===== src/rtl/pwm_bank_pkg.sv =====
// Package: register layout constants shared by the PWM bank modules.
// Assumes byte addressing with word-aligned registers.
package pwm_bank_pkg;
    localparam int ADDR_W      = 7;
    localparam int DATA_W      = 32;
    localparam int NIB_W       = 4;
    localparam int PS_W        = 2 * NIB_W;
    localparam int DUTY_STRIDE = 4;
    localparam logic [ADDR_W-1:0] CTRL_ADDR = 7'h50;
    localparam int EN_BIT      = 9;
    localparam int PS_LO_LSB   = 0;
    localparam int PS_HI_LSB   = 11;
endpackage


===== src/rtl/pwm_regs.sv =====
// Register file: one duty word per channel plus the control word.
// The control word holds the split prescaler and the common enable.
// Assumes writes are single-cycle strobes. Reads are combinational on the address.
module pwm_regs
    import pwm_bank_pkg::*;
#(
    parameter int NCH   = 4,
    parameter int CNT_W = 8
) (
    input  logic                      clk,
    input  logic                      rst_n,
    input  logic                      bus_wr,
    input  logic [ADDR_W-1:0]         bus_addr,
    input  logic [DATA_W-1:0]         bus_wdata,
    output logic [DATA_W-1:0]         bus_rdata,
    output logic [NCH-1:0][CNT_W-1:0] duty_pend,
    output logic [PS_W-1:0]           ps,
    output logic                      en
);
    logic [NIB_W-1:0] ps_lo, ps_hi;
    logic             ctrl_hit;

    assign ctrl_hit = bus_wr && (bus_addr == CTRL_ADDR);
    assign ps       = {ps_hi, ps_lo};

    // Duty registers: load the matching word on a write strobe.
    always_ff @(posedge clk) begin
        if (!rst_n) begin
            duty_pend <= '0;
        end else begin
            for (int i = 0; i < NCH; i++) begin
                if (bus_wr && (bus_addr == ADDR_W'(DUTY_STRIDE * i)))
                    duty_pend[i] <= bus_wdata[CNT_W-1:0];
            end
        end
    end

    // Control word: capture only the prescale nibbles and the enable bit.
    always_ff @(posedge clk) begin
        if (!rst_n) begin
            ps_lo <= '0;
            ps_hi <= '0;
            en    <= 1'b0;
        end else if (ctrl_hit) begin
            ps_lo <= bus_wdata[PS_LO_LSB +: NIB_W];
            ps_hi <= bus_wdata[PS_HI_LSB +: NIB_W];
            en    <= bus_wdata[EN_BIT];
        end
    end

    // Read mux: return the stored fields at their bit positions.
    always_comb begin
        bus_rdata = '0;
        for (int i = 0; i < NCH; i++) begin
            if (bus_addr == ADDR_W'(DUTY_STRIDE * i))
                bus_rdata[CNT_W-1:0] = duty_pend[i];
        end
        if (bus_addr == CTRL_ADDR) begin
            bus_rdata[PS_LO_LSB +: NIB_W] = ps_lo;
            bus_rdata[PS_HI_LSB +: NIB_W] = ps_hi;
            bus_rdata[EN_BIT]             = en;
        end
    end

    // Any cycle without a control write leaves the control fields unchanged.
    p_ctrl_hold_r8: assert property (@(posedge clk) disable iff (!rst_n)
        !ctrl_hit |=> $stable({ps, en}));
endmodule


===== src/rtl/pwm_timebase.sv =====
// Timebase: the prescale divider and the shared period counter.
// The counter steps once every (ps+1) clocks and wraps from all-ones to 0.
// Assumes ps stays constant while en is high. Both registers are held at 0 while en is low.
module pwm_timebase #(
    parameter int CNT_W = 8,
    parameter int PS_W  = 8
) (
    input  logic             clk,
    input  logic             rst_n,
    input  logic             en,
    input  logic [PS_W-1:0]  ps,
    output logic [CNT_W-1:0] cnt,
    output logic             wrap
);
    logic [PS_W-1:0] div;
    logic            tick;

    assign tick = (div == ps);
    assign wrap = en && tick && (cnt == '1);

    // Divider and counter: clear when disabled, step the counter on each divider rollover.
    always_ff @(posedge clk) begin
        if (!rst_n || !en) begin
            div <= '0;
            cnt <= '0;
        end else if (tick) begin
            div <= '0;
            cnt <= cnt + 1'b1;
        end else begin
            div <= div + 1'b1;
        end
    end

    // A cycle with the enable low leaves the timebase at zero.
    p_hold_zero_r6: assert property (@(posedge clk) disable iff (!rst_n)
        !en |=> (cnt == '0) && (div == '0));
    // A local tick advances the counter by exactly one, with wrap.
    p_cnt_step_r2: assert property (@(posedge clk) disable iff (!rst_n)
        (en && tick) |=> (cnt == CNT_W'($past(cnt) + 1'b1)));
    // Between ticks the counter holds.
    p_cnt_hold_r2: assert property (@(posedge clk) disable iff (!rst_n)
        (en && !tick) |=> $stable(cnt));
endmodule


===== src/rtl/pwm_chan.sv =====
// One PWM channel: keeps a live copy of the duty value and compares it with the shared counter.
// The live copy follows the pending value while disabled, and reloads only at a wrap while enabled.
module pwm_chan #(
    parameter int CNT_W = 8
) (
    input  logic             clk,
    input  logic             rst_n,
    input  logic             en,
    input  logic             wrap,
    input  logic [CNT_W-1:0] duty_pend,
    input  logic [CNT_W-1:0] cnt,
    output logic             out
);
    logic [CNT_W-1:0] act;

    // Live duty: reload at a period boundary or whenever the block is disabled.
    always_ff @(posedge clk) begin
        if (!rst_n)
            act <= '0;
        else if (!en || wrap)
            act <= duty_pend;
    end

    // High for counter values 0..act, so the pulse lasts act+1 ticks.
    assign out = en && (cnt <= act);

    // Within a running period the live duty never changes.
    p_shadow_hold_r7: assert property (@(posedge clk) disable iff (!rst_n)
        (en && !wrap) |=> $stable(act));
    // Every enabled period begins with the output high.
    p_start_high_r4: assert property (@(posedge clk) disable iff (!rst_n)
        (en && (cnt == '0)) |-> out);
endmodule


===== src/rtl/pwm_bank.sv =====
// Top level of the shared-period PWM bank: register file, one timebase and NCH channels.
// Assumes a single clock domain. Outputs are combinational from registered state.
module pwm_bank
    import pwm_bank_pkg::*;
#(
    parameter int NCH   = 4,
    parameter int CNT_W = 8
) (
    input  logic              clk,
    input  logic              rst_n,
    input  logic              bus_wr,
    input  logic [ADDR_W-1:0] bus_addr,
    input  logic [DATA_W-1:0] bus_wdata,
    output logic [DATA_W-1:0] bus_rdata,
    output logic [NCH-1:0]    pwm_out
);
    logic [NCH-1:0][CNT_W-1:0] duty_pend;
    logic [PS_W-1:0]           ps;
    logic                      en;
    logic [CNT_W-1:0]          cnt;
    logic                      wrap;

    pwm_regs #(.NCH(NCH), .CNT_W(CNT_W)) u_regs (
        .clk(clk), .rst_n(rst_n), .bus_wr(bus_wr), .bus_addr(bus_addr),
        .bus_wdata(bus_wdata), .bus_rdata(bus_rdata),
        .duty_pend(duty_pend), .ps(ps), .en(en)
    );

    pwm_timebase #(.CNT_W(CNT_W), .PS_W(PS_W)) u_tb (
        .clk(clk), .rst_n(rst_n), .en(en), .ps(ps), .cnt(cnt), .wrap(wrap)
    );

    for (genvar g = 0; g < NCH; g++) begin : g_ch
        pwm_chan #(.CNT_W(CNT_W)) u_ch (
            .clk(clk), .rst_n(rst_n), .en(en), .wrap(wrap),
            .duty_pend(duty_pend[g]), .cnt(cnt), .out(pwm_out[g])
        );
    end

    // With the enable clear, no channel drives high.
    p_out_low_r6: assert property (@(posedge clk) disable iff (!rst_n)
        !en |-> (pwm_out == '0));
endmodule


===== config.mk =====
export PLATFORM = sky130hd
export DESIGN_NAME = pwm_bank
export DESIGN_NICKNAME = d
export VERILOG_FILES = /design/src/rtl/pwm_bank_pkg.sv /design/src/rtl/pwm_regs.sv /design/src/rtl/pwm_timebase.sv /design/src/rtl/pwm_chan.sv /design/src/rtl/pwm_bank.sv
export SDC_FILE = /design/constraint.sdc
export NUM_CORES = 1
export LEC_CHECK = 0
export BUFFER_PORTS_ARGS = -buffer_cell sky130_fd_sc_hd__buf_2
export CAP_MARGIN = 40
export CELL_PAD_IN_SITES_DETAIL_PLACEMENT = 0
export CELL_PAD_IN_SITES_GLOBAL_PLACEMENT = 1
export CORE_MARGIN = 2
export CORE_UTILIZATION = 44
export DETAILED_ROUTE_END_ITERATION = 7
export GPL_TIMING_DRIVEN = 0
export PLACE_DENSITY = 0.78
export SETUP_SLACK_MARGIN = 0.05
export SLEW_MARGIN = 25
export SYNTH_ARGS = -nofsm -noshare
export SYNTH_HDL_FRONTEND = slang
export SYNTH_SLANG_ARGS = --single-unit

===== constraint.sdc =====
create_clock -name clk -period 2.6 [get_ports clk]
set_input_delay 0.13 -clock clk [delete_from_list [all_inputs] [get_ports clk]]
set_output_delay 0.13 -clock clk [all_outputs]
set_load 0.02 [all_outputs]

* After elaboration in Yosys (flattened, before gate mapping)
Index checks and enable logic that the tools add are counted.
** Cells by class
- $add $sub $neg :: 2
- Divide/modulo/power cells :: 0
- Shift-type cells :: 0
- Bitwise logic cells :: 0
- Multiply operators :: 0
- Eq/ne operators :: 6
- Reduce and logical (&&, ||, !) cells :: 17
- Multiplexer cells :: 7
- Magnitude comparators :: 4
** Operators by type and width (count)
- <= comparator 8 bit :: 4
- two-way mux 8 bit :: 4
- adder 8 x 1 -> 8 bit (second input constant) :: 2
- equality test 7 x 4 -> 1 bit (second input constant) :: 2
- logical AND 1 bit :: 11
- equality test 8 bit :: 1
- equality test 8 bit (second input constant) :: 1
- two-way mux 4 bit :: 2
- equality test 7 x 3 -> 1 bit (second input constant) :: 1
- equality test 7 bit (second input constant) :: 1
- logical NOT 7 bit :: 1
- logical NOT 1 bit :: 2
- logical OR 1 bit :: 2
- OR reduction 2 bit :: 1
- two-way mux 1 bit :: 1
** Word-level totals
- Memory bits (read-only) :: 0
- Memories kept :: 0
- Latch bits :: 0
- Memory bits (writable) :: 0
- Input bits :: 42
- Register bits :: 89
- Word-level logic and storage cells :: 49

* Logic depth before layout (Yosys ltp)
Gate-level depths: netlist of the first run.
- Depth in word-level cells :: 6
- Gate-level depth with buffers :: 8
- Gate-level depth less buffers :: 7

* By module
From an unflattened synthesis of the first run, not the netlist that was laid out.
** Second synthesis, totals
- Cell total of the unflattened synthesis :: 558
- Area, all modules :: 4967.3 µm²
** Modules (own cells, without submodules)
- pwm_regs :: sequential area each 820.8 µm², area each 2055.7 µm², instances 1, cells an instance 217
- pwm_chan :: sequential area each 160.2 µm², area each 505.5 µm², instances 4, cells an instance 62
- pwm_timebase :: sequential area each 320.3 µm², area each 889.6 µm², instances 1, cells an instance 93

* Worst setup path after synthesis of the first run
Ideal clock, no wire load.
- Path type :: register to register
- Start :: register u_tb.cnt[2]
- End :: register g_ch[0].u_ch.act[0]
- Required time :: 2484 ps
- Setup time :: 116 ps
- Stages on the path, launching flop included :: 7
- Arrival :: 1669 ps
- Slack :: 815 ps
- Path through :: dfxtp_1 > and4_2 > nand3_1 > o41ai_4 > buf_6 > mux2i_1 > nor2b_1
** On the way
- Cells in the longest elaborated chain, start to end :: 3
** Ends and longest elaborated chain
- start: declaration :: line pwm_timebase.sv:12 : output logic [CNT_W-1:0] cnt,
- start signal: assignment :: line pwm_timebase.sv:28 : cnt <= cnt + 1'b1;
- equality test 8 bit :: line pwm_timebase.sv:19 : assign wrap = en && tick && (cnt == '1);
- logical AND 1 bit :: line pwm_timebase.sv:19
- logical OR 1 bit :: line pwm_chan.sv:20 : else if (!en || wrap)
- end signal: assignment :: line pwm_chan.sv:21 : act <= duty_pend;
- end: declaration :: line pwm_chan.sv:14 : logic [CNT_W-1:0] act;
No other way between the ends.
A chain may end at the register's enable or synchronous reset.

* Final worst setup path of the first run
- Start :: register u_tb.cnt[1]
- End :: output port pwm_out[3]
** On the way
- Cells in the longest elaborated chain, start to end :: 2
** Ends and longest elaborated chain
- <= comparator 8 bit :: line pwm_chan.sv:25 : assign out = en && (cnt <= act);
- logical AND 1 bit :: line pwm_chan.sv:25
- end: declaration :: line pwm_bank.sv:15 : output logic [NCH-1:0] pwm_out
No other way between the ends.

==> out/results.txt, run 1 <==
Post-CTS Setup Inserts = 0
DRC errors left = 0
Ant diodes = 0
Gr ovfl total = 0
Cells after DPL = 712
CP arrival = 2.13 ns
Number of global-route vias before repair = 3,536
EDFF count, synth = 0
PortBufs = 38
P_int = 1900 uW
CTS tree = done
Max incr delay on CP = 0.51 ns
Final Wtd Congestion = 0.823
Finished Layout Cells = 728
Drt wl/cell = 15.1 um
Drt first-iter violations = 117
Gate Count Post-Synth = 516
Comb pwr share = 5.9%
Final antenna-violating net count = 0
Setup TNS = 0 ns
Required time worst endpoint = 2.47 ns
Fraction of registers with async set/reset = 0%
Most frequent standard cell in the layout excluding fill and tap cells = dfxtp_1
Max-Cap Viols = 0
Worst reg2reg path startpoint = u_tb.cnt[3]$_SDFFE_PP0N_
P per Cell Area = 451 mW/mm2
Nets = 659
Clock root buffer = clkbuf_8
#FFs+latches synth = 89
Initial antenna violation count = 0
Vias = 3,597
Layout overhead on the synthesized area = 13.1%
H-tree depth = 3
Top FF cell, synth = dfxtp_1
Final setup fails = 0
Critical setup path kind = register to output pin
Final min period = 2.26 ns
Full die area = 0.0120 mm2
Hold Path Class = input port to register
Critical Path Start Type = register
Number of synthesis warnings = 0
Clk Latency, worst-skew pair = 0.37 ns
WL final = 11,000 um
Core ar. = 0.0108 mm2
Relative slew margins = 54.3%
Sink of the worst hold path = u_regs.ps_hi[3]$_SDFFE_PN0P_
RSZ-0062 raised after global routing = false
DIE WIDTH = 109 um
Top post-synthesis cells by area = dfxtp_1, mux2i_1, ha_1
NetSw = 589 uW
Syn_area_per_cell = 9.46 um2
1st-pass router iterations = 4
# rows = 38
Post-synth top area share = 36.5%
Yosys cell types = 42
Layout cell share with drive strength beyond 1 = 18.0%
Die Ht = 109 um
Largest net degree at the start of global routing = 16
Worst min-delay path startpoint = bus_wdata[14]
Most frequent cells in the layout = dfxtp_1, nor2b_1, mux2i_1
Peak fanout along the critical path = 7
Actual slew at the worst max-slew pin = 0.685 ns
RR Endpoint = g_ch[3].u_ch.act[2]$_SDFFE_PN0P_
Critical-path top delay cell = dfxtp_1
Critical path, cell by cell = ha_1, nor2b_1, o211ai_1, a21oi_1, o22ai_1, and2_1, buf_4, buf_2
Via density = 4.94
Global-route wire length before repair = 17,900 um
Crit. End Element = output pin
Switch share = 23.6%
Synth Cell Area = 0.00488 mm2
Post-DP HPWL = 8700 um
WHS Path Cells = 3
CTS Sinks = 89
Post-synth top area cell = dfxtp_1
Sequential element share of the synthesized area = 36.5%
Lkg Pwr = 0.00245 uW
CTS resizes = 0
Reg clk slew, reported paths = 0.08 ns
Final Slew Violations = 0
Number of buffers created by CTS = 9
Worst vdd ir = 0.303 mV
I/O pin count = 78
FMAX = 442 MHz
Hold Buf Count CTS = 0
R2R cell count = 6
Outcome = finished clean
GRT Total Usage = 19.9%
Final Skew = 0.0132 ns
Fin crit share = 87.0%
R2R Setup Slk = 0.47 ns
Clock Power Share = 39.3%
Hold Vio Cnt, Final = 0
Initial Utilization = 45.0%
Clock buffer depth = 2
Sequential Power Share = 54.8%
[worst max path at each step]
stage / from / depth (start not counted) / end
6_report: u_tb.cnt[1]$_SDFFE_PP0N_ / 8 / pwm_out[3]
5_1_grt: u_tb.cnt[1]$_SDFFE_PP0N_ / 8 / pwm_out[3]
4_1_cts: u_tb.cnt[1]$_SDFFE_PP0N_ / 8 / pwm_out[3]
3_5_place_dp: u_tb.cnt[2]$_SDFFE_PP0N_ / 6 / g_ch[0].u_ch.act[2]$_SDFFE_PN0P_
3_3_place_gp: u_tb.cnt[2]$_SDFFE_PP0N_ / 6 / g_ch[2].u_ch.act[6]$_SDFFE_PN0P_
2_1_floorplan: u_tb.cnt[2]$_SDFFE_PP0N_ / 6 / g_ch[0].u_ch.act[0]$_SDFFE_PN0P_
[logic make-up after synthesis]
group	synth area share (%)
flip-flops	36.5
multiplexers	13.7
adder cells (fa/ha/maj)	8.71
AO/OA/AOI/OAI	7.48
AND/OR/NAND/NOR	20.6
other	0.0768
buffers and inverters	8.53
XOR/XNOR	4.38
[final cells by class]
| type | instances | area, um2 |
|---|---|---|
| Buffer | 46 | 300 |
| Clock buffer | 11 | 141 |
| Clock inverter | 5 | 63.8 |
| Fill cell | 1028 | 5320 |
| Inverter | 31 | 116 |
| Multi-Input combinational cell | 368 | 2750 |
| Sequential cell | 89 | 1780 |
| Tap cell | 140 | 175 |
| Timing Repair Buffer | 38 | 190 |
[synthesized netlist by cell type (8+ instances only)]
cell,n
a21oi_1,16
nand3_1,32
a21boi_0,8
nand4_1,12
clkbuf_1,12
mux4_2,8
buf_4,23
nand2_1,34
nor2_1,17
mux2i_1,49
nor2b_1,52
and2_1,14
o21ai_0,20
inv_1,31
xnor2_1,8
xor2_1,9
dfxtp_1,89
ha_1,34
[metrics by stage]
step / cell area [um2] / hold slack (ns) / setup slack, ns / util, % / total power [uW]
after floorplan: 4950 / 0.260 / 0.815 / - / 1500
after global placement: 5320 / 0.388 / 0.514 / 49.0 / 1540
after detailed placement: 5320 / 0.398 / 0.476 / 49.0 / 1540
after CTS: 5520 / 0.000620 / 0.305 / 50.9 / 2510
after global routing: 5520 / 0.0103 / 0.202 / 50.9 / 2600
final: 5520 / 0.0223 / 0.338 / 50.9 / 2490
[layer usage]
metal	global-route usage, %	vias to the layer above	share of wire [%]
met1	27.8	1640	51
met5	0	-	0
met4	7.50	0	2.0
met3	3.73	15	3.6
li1	-	1871	-
met2	30.6	71	43
[power groups by stage]
stage	Clock [uW]	Sequential (uW)	Combinational, uW
3_5_place_dp	0	1400	146
2_1_floorplan	0	1400	103
6_report	980	1370	146
3_3_place_gp	0	1400	145
4_1_cts	1000	1370	146
5_1_grt	1070	1370	160
[state kept, by name, indices dropped and copies added, names as in the netlist]
name,flops
g_ch.u_ch.act,32
u_regs.duty_pend,32
u_tb.cnt,8
u_tb.div,8
u_regs.ps_hi,4
u_regs.ps_lo,4
u_regs.en,1
[critical path: cells and delay by family (launching register included)]
family | cells | cell delay (ns)
simple gates | 2 | 0.29
compound gates | 3 | 0.44
buf+inv | 2 | 0.23
fa+ha+maj | 1 | 0.30
flops | 1 | 0.51
Power figures use the tool's default switching activity.
==> run 2, diff against run 1 <==
--- a/config.mk
+++ b/config.mk
@@ -11,11 +11,12 @@
 export CELL_PAD_IN_SITES_GLOBAL_PLACEMENT = 1
 export CORE_MARGIN = 2
-export CORE_UTILIZATION = 44
+export CORE_UTILIZATION = 43
 export DETAILED_ROUTE_END_ITERATION = 7
 export GPL_TIMING_DRIVEN = 0
-export PLACE_DENSITY = 0.78
+export PLACE_DENSITY = 0.77
 export SETUP_SLACK_MARGIN = 0.05
 export SLEW_MARGIN = 25
 export SYNTH_ARGS = -nofsm -noshare
 export SYNTH_HDL_FRONTEND = slang
+export SYNTH_HIERARCHICAL = 1
 export SYNTH_SLANG_ARGS = --single-unit
==> constraint.sdc (replaced) <==
create_clock -name clk -period 2.6 [get_ports clk]
set_input_delay 0.39 -clock clk [delete_from_list [all_inputs] [get_ports clk]]
set_output_delay 0.39 -clock clk [all_outputs]
set_load 0.02 [all_outputs]
==> run 2 against run 1 <==
- combinational power grew 6%
- clock power grew 36%
- via count grew 13%
- worst setup slack lost 0.12 ns
- routed wire length grew 14%
- synthesized cell count grew 8.1%
- highest routed layer unchanged
- global-route usage grew 0.87 points
- maximum frequency shrank 5.2%
- sequential cell count is the same
- count of clock-buffer cells in the layout shrank 1
- critical path type unchanged
- synthesized area grew 1.7%
- non-clock buffer count shrank 1
==> out/results.txt, run 2 <==
Reg clk slew, reported paths = 0.06 ns (-0.02 ns)
Switch share = 23.0% (-0.61 points)
Clock root buffer = clkbuf_16
I/O pin count = 78 (unchanged)
Peak fanout along the critical path = 9 (+2)
DRC errors left = 0 (unchanged)
FMAX = 419 MHz (-5.2%)
Setup TNS = 0 ns (unchanged)
Required time worst endpoint = 2.21 ns (-0.26 ns)
DIE WIDTH = 111 um (+2.0%)
Cells after DPL = 758 (+6.5%)
Fillers = 1,108 (+7.8%)
Top post-synthesis cells by count = dfxtp_1, nand2_1, mux2i_1, a21oi_1
Largest regs = g_ch.u_ch/act x32, u_regs/duty_pend x32
Post-route cell area = 0.00573 mm2 (+3.7%)
Drt wl/cell = 16.2 um (+7.2%)
Fin crit share = 91.8% (+4.8 points)
CP arrival = 2.00 ns (-0.13 ns)
Synth Cell Area = 0.00497 mm2 (+1.7%)
Syn_area_per_cell = 8.90 um2 (-5.9%)
Number of synthesis warnings = 6 (+6)
Pwr Total = 2860 uW (+15%)
Critical-path top delay cell = dfxtp_1
Sequential Power Share = 47.8% (-7.0 points)
RSZ-0062 raised after global routing = false
Clock Power Share = 46.7% (+7.4 points)
CTS Sinks = 89 (unchanged)
Comb pwr share = 5.4% (-0.5 points)
Top post-synthesis cells by area = dfxtp_1, mux2i_1, ha_1
Post-DP HPWL = 9500 um (+9.2%)
Max incr delay on CP = 0.56 ns (+0.05 ns)
Critical setup path kind = register to output pin
Number of global-route vias before repair = 3,980 (+13%)
Gr ovfl total = 0 (unchanged)
Final Skew = 0.00903 ns (-0.00413 ns)
Final Wtd Congestion = 0.868 (+5.5%)
Placement Cell Area = 0.00541 mm2 (+1.8%)
Max-Cap Viols = 0 (unchanged)
Final min period = 2.39 ns (+0.125 ns)
Hold Buf Count CTS = 0 (unchanged)
P_int = 2200 uW (+16%)
Clk Latency, worst-skew pair = 0.34 ns (-0.03 ns)
Post-CTS Setup Inserts = 0 (unchanged)
Final setup fails = 0 (unchanged)
Layout overhead on the synthesized area = 15.3%
Post-synth top area share = 35.9% (-0.63 points)
Ant diodes = 0 (unchanged)
WL final = 12,600 um (+14%)
H-tree depth = 3 (unchanged)
Hold Vio Cnt, Final = 0 (unchanged)
Post-synth top area cell = dfxtp_1
Vias = 4,073 (+13%)
Largest net degree at the start of global routing = 37 (+21)
Outcome = finished clean
PortBufs = 39 (+2.6%)
GRT Total Usage = 20.8% (+0.87 points)
Core Util, Final = 50.4% (-0.55 points)
Finished Layout Cells = 774 (+6.3%)
Number of buffers created by CTS = 9 (unchanged)
Global-route wire length before repair = 20,600 um (+15%)
NetSw = 658 uW (+12%)
Via density = 5.26 (+6.5%)
Critical Path Start Type = register
Most common cell in the netlist = dfxtp_1
Most frequent cells in the layout = dfxtp_1, nand2_1, mux2i_1
Most frequent standard cell in the layout excluding fill and tap cells = dfxtp_1
Initial antenna violation count = 0 (unchanged)
P per Cell Area = 499 mW/mm2 (+11%)
Relative slew margins = 58.1% (+3.7 points)
Die Ht = 111 um (+2.0%)
Yosys cell types = 50 (+19%)
Lkg Pwr = 0.00248 uW (+1.2%)
Actual slew at the worst max-slew pin = 0.628 ns (-0.0567 ns)
Nets = 702 (+6.5%)
1st-pass router iterations = 4 (unchanged)
Top FF cell, synth = dfxtp_1
Gate Count Post-Synth = 558 (+8.1%)
Sequential element share of the synthesized area = 35.9% (-0.63 points)
Core ar. = 0.0114 mm2 (+4.9%)
Initial Utilization = 43.7% (-1.3 points)
Fraction of registers with async set/reset = 0% (unchanged)
Critical path, cell by cell = inv_1, ha_1, nand4_1, or3_1, o41ai_1, buf_2
# rows = 39 (+2.6%)
Crit. End Element = output pin
#FFs+latches synth = 89 (unchanged)
CTS tree = done
EDFF count, synth = 0 (unchanged)
Worst vdd ir = 0.266 mV (-12%)
Layout cell share with drive strength beyond 1 = 18.2% (+0.20 points)
Final Slew Violations = 0 (unchanged)
Clock buffer depth = 2 (unchanged)
Full die area = 0.0124 mm2 (+4.0%)
Final antenna-violating net count = 0 (unchanged)
Hold Path Class = input port to register
Drt first-iter violations = 187 (+60%)
[run 2: worst max-delay path, delay by kind of cell, from the launching register on]
family	cells	cell delay [ns]
DFF	1	0.56
and+or+nand+nor	2	0.41
buffers and inverters	2	0.32
adders and majority gates	1	0.29
AOI/OAI and AO/OA	1	0.07
[run 2: area by class of cell]
| cell class | instances | area (um2) | share of cell area, % |
|---|---|---|---|
| Multi-Input combinational cell | 406 | 2820 | 49.2 |
| Sequential cell | 89 | 1790 | 31.2 |
| Buffer | 44 | 305 | 5.33 |
| Clock buffer | 10 | 239 | 4.17 |
| Timing Repair Buffer | 39 | 195 | 3.41 |
| Tap cell | 143 | 179 | 3.12 |
| Inverter | 37 | 139 | 2.43 |
| Clock inverter | 6 | 66.3 | 1.16 |
[run 2: repair_timing]
item	4_1_cts	5_1_grt
pin swaps	0	0
gates resized for setup	4	1
endpoints found under the setup margin	1	1
endpoints found under the hold margin	0	0
[run 2: path summary, 6_finish.rpt]
| path | start | endpoint | slack [ns] | cells after the start |
|---|---|---|---|---|
| max | u_tb/cnt[0]$_SDFFE_PP0N_ | pwm_out[1] | 0.21 | 6 |
| min | bus_wdata[14] | u_regs/ps_hi[3]$_SDFFE_PN0P_ | 0.29 | 3 |
| max reg2reg | u_tb/cnt[2]$_SDFFE_PP0N_ | g_ch[1].u_ch/act[5]$_SDFFE_PN0P_ | 0.51 | 9 |
| min reg2reg | u_regs/duty_pend[8]$_SDFFE_PN0P_ | u_regs/duty_pend[8]$_SDFFE_PN0P_ | 0.50 | 2 |
[run 2: cell families after synthesis]
group | Yosys count | synth area share, %
AOI/OAI and AO/OA | 76 | 9.09
buffers and inverters | 81 | 8.94
adders and majority gates | 34 | 8.56
and+or+nand+nor | 209 | 22.6
xor gates and xnor gates | 14 | 2.92
muxes | 54 | 12.0
other | 1 | 0.0755
DFF | 89 | 35.9
[run 2: per-stage QoR]
step                hold slack, ns  worst slack, ns
global placement             0.474            0.282
CTS                          0.276           0.0764
finish                       0.287            0.213
global route                 0.277           0.0727
detailed placement           0.489            0.287
floorplan                    0.447            0.448
[run 2: layer usage]
| layer | global-route usage (%) | wire [um] | up-vias |
|---|---|---|---|
| met2 | 34.1 | 5750 | 93 |
| li1 | - | - | 2045 |
| met5 | 0 | 0 | - |
| met3 | 3.38 | 617 | 14 |
| met1 | 28.0 | 6010 | 1921 |
| met4 | 7.24 | 197 | 0 |
[run 2: power groups by stage]
stage | Sequential (uW) | Combinational (uW) | Clock, uW
after CTS | 1370 | 154 | 1360
after floorplan | 1400 | 105 | 0
final | 1370 | 155 | 1330
after detailed placement | 1400 | 154 | 0
after global routing | 1370 | 168 | 1420
after global placement | 1400 | 152 | 0
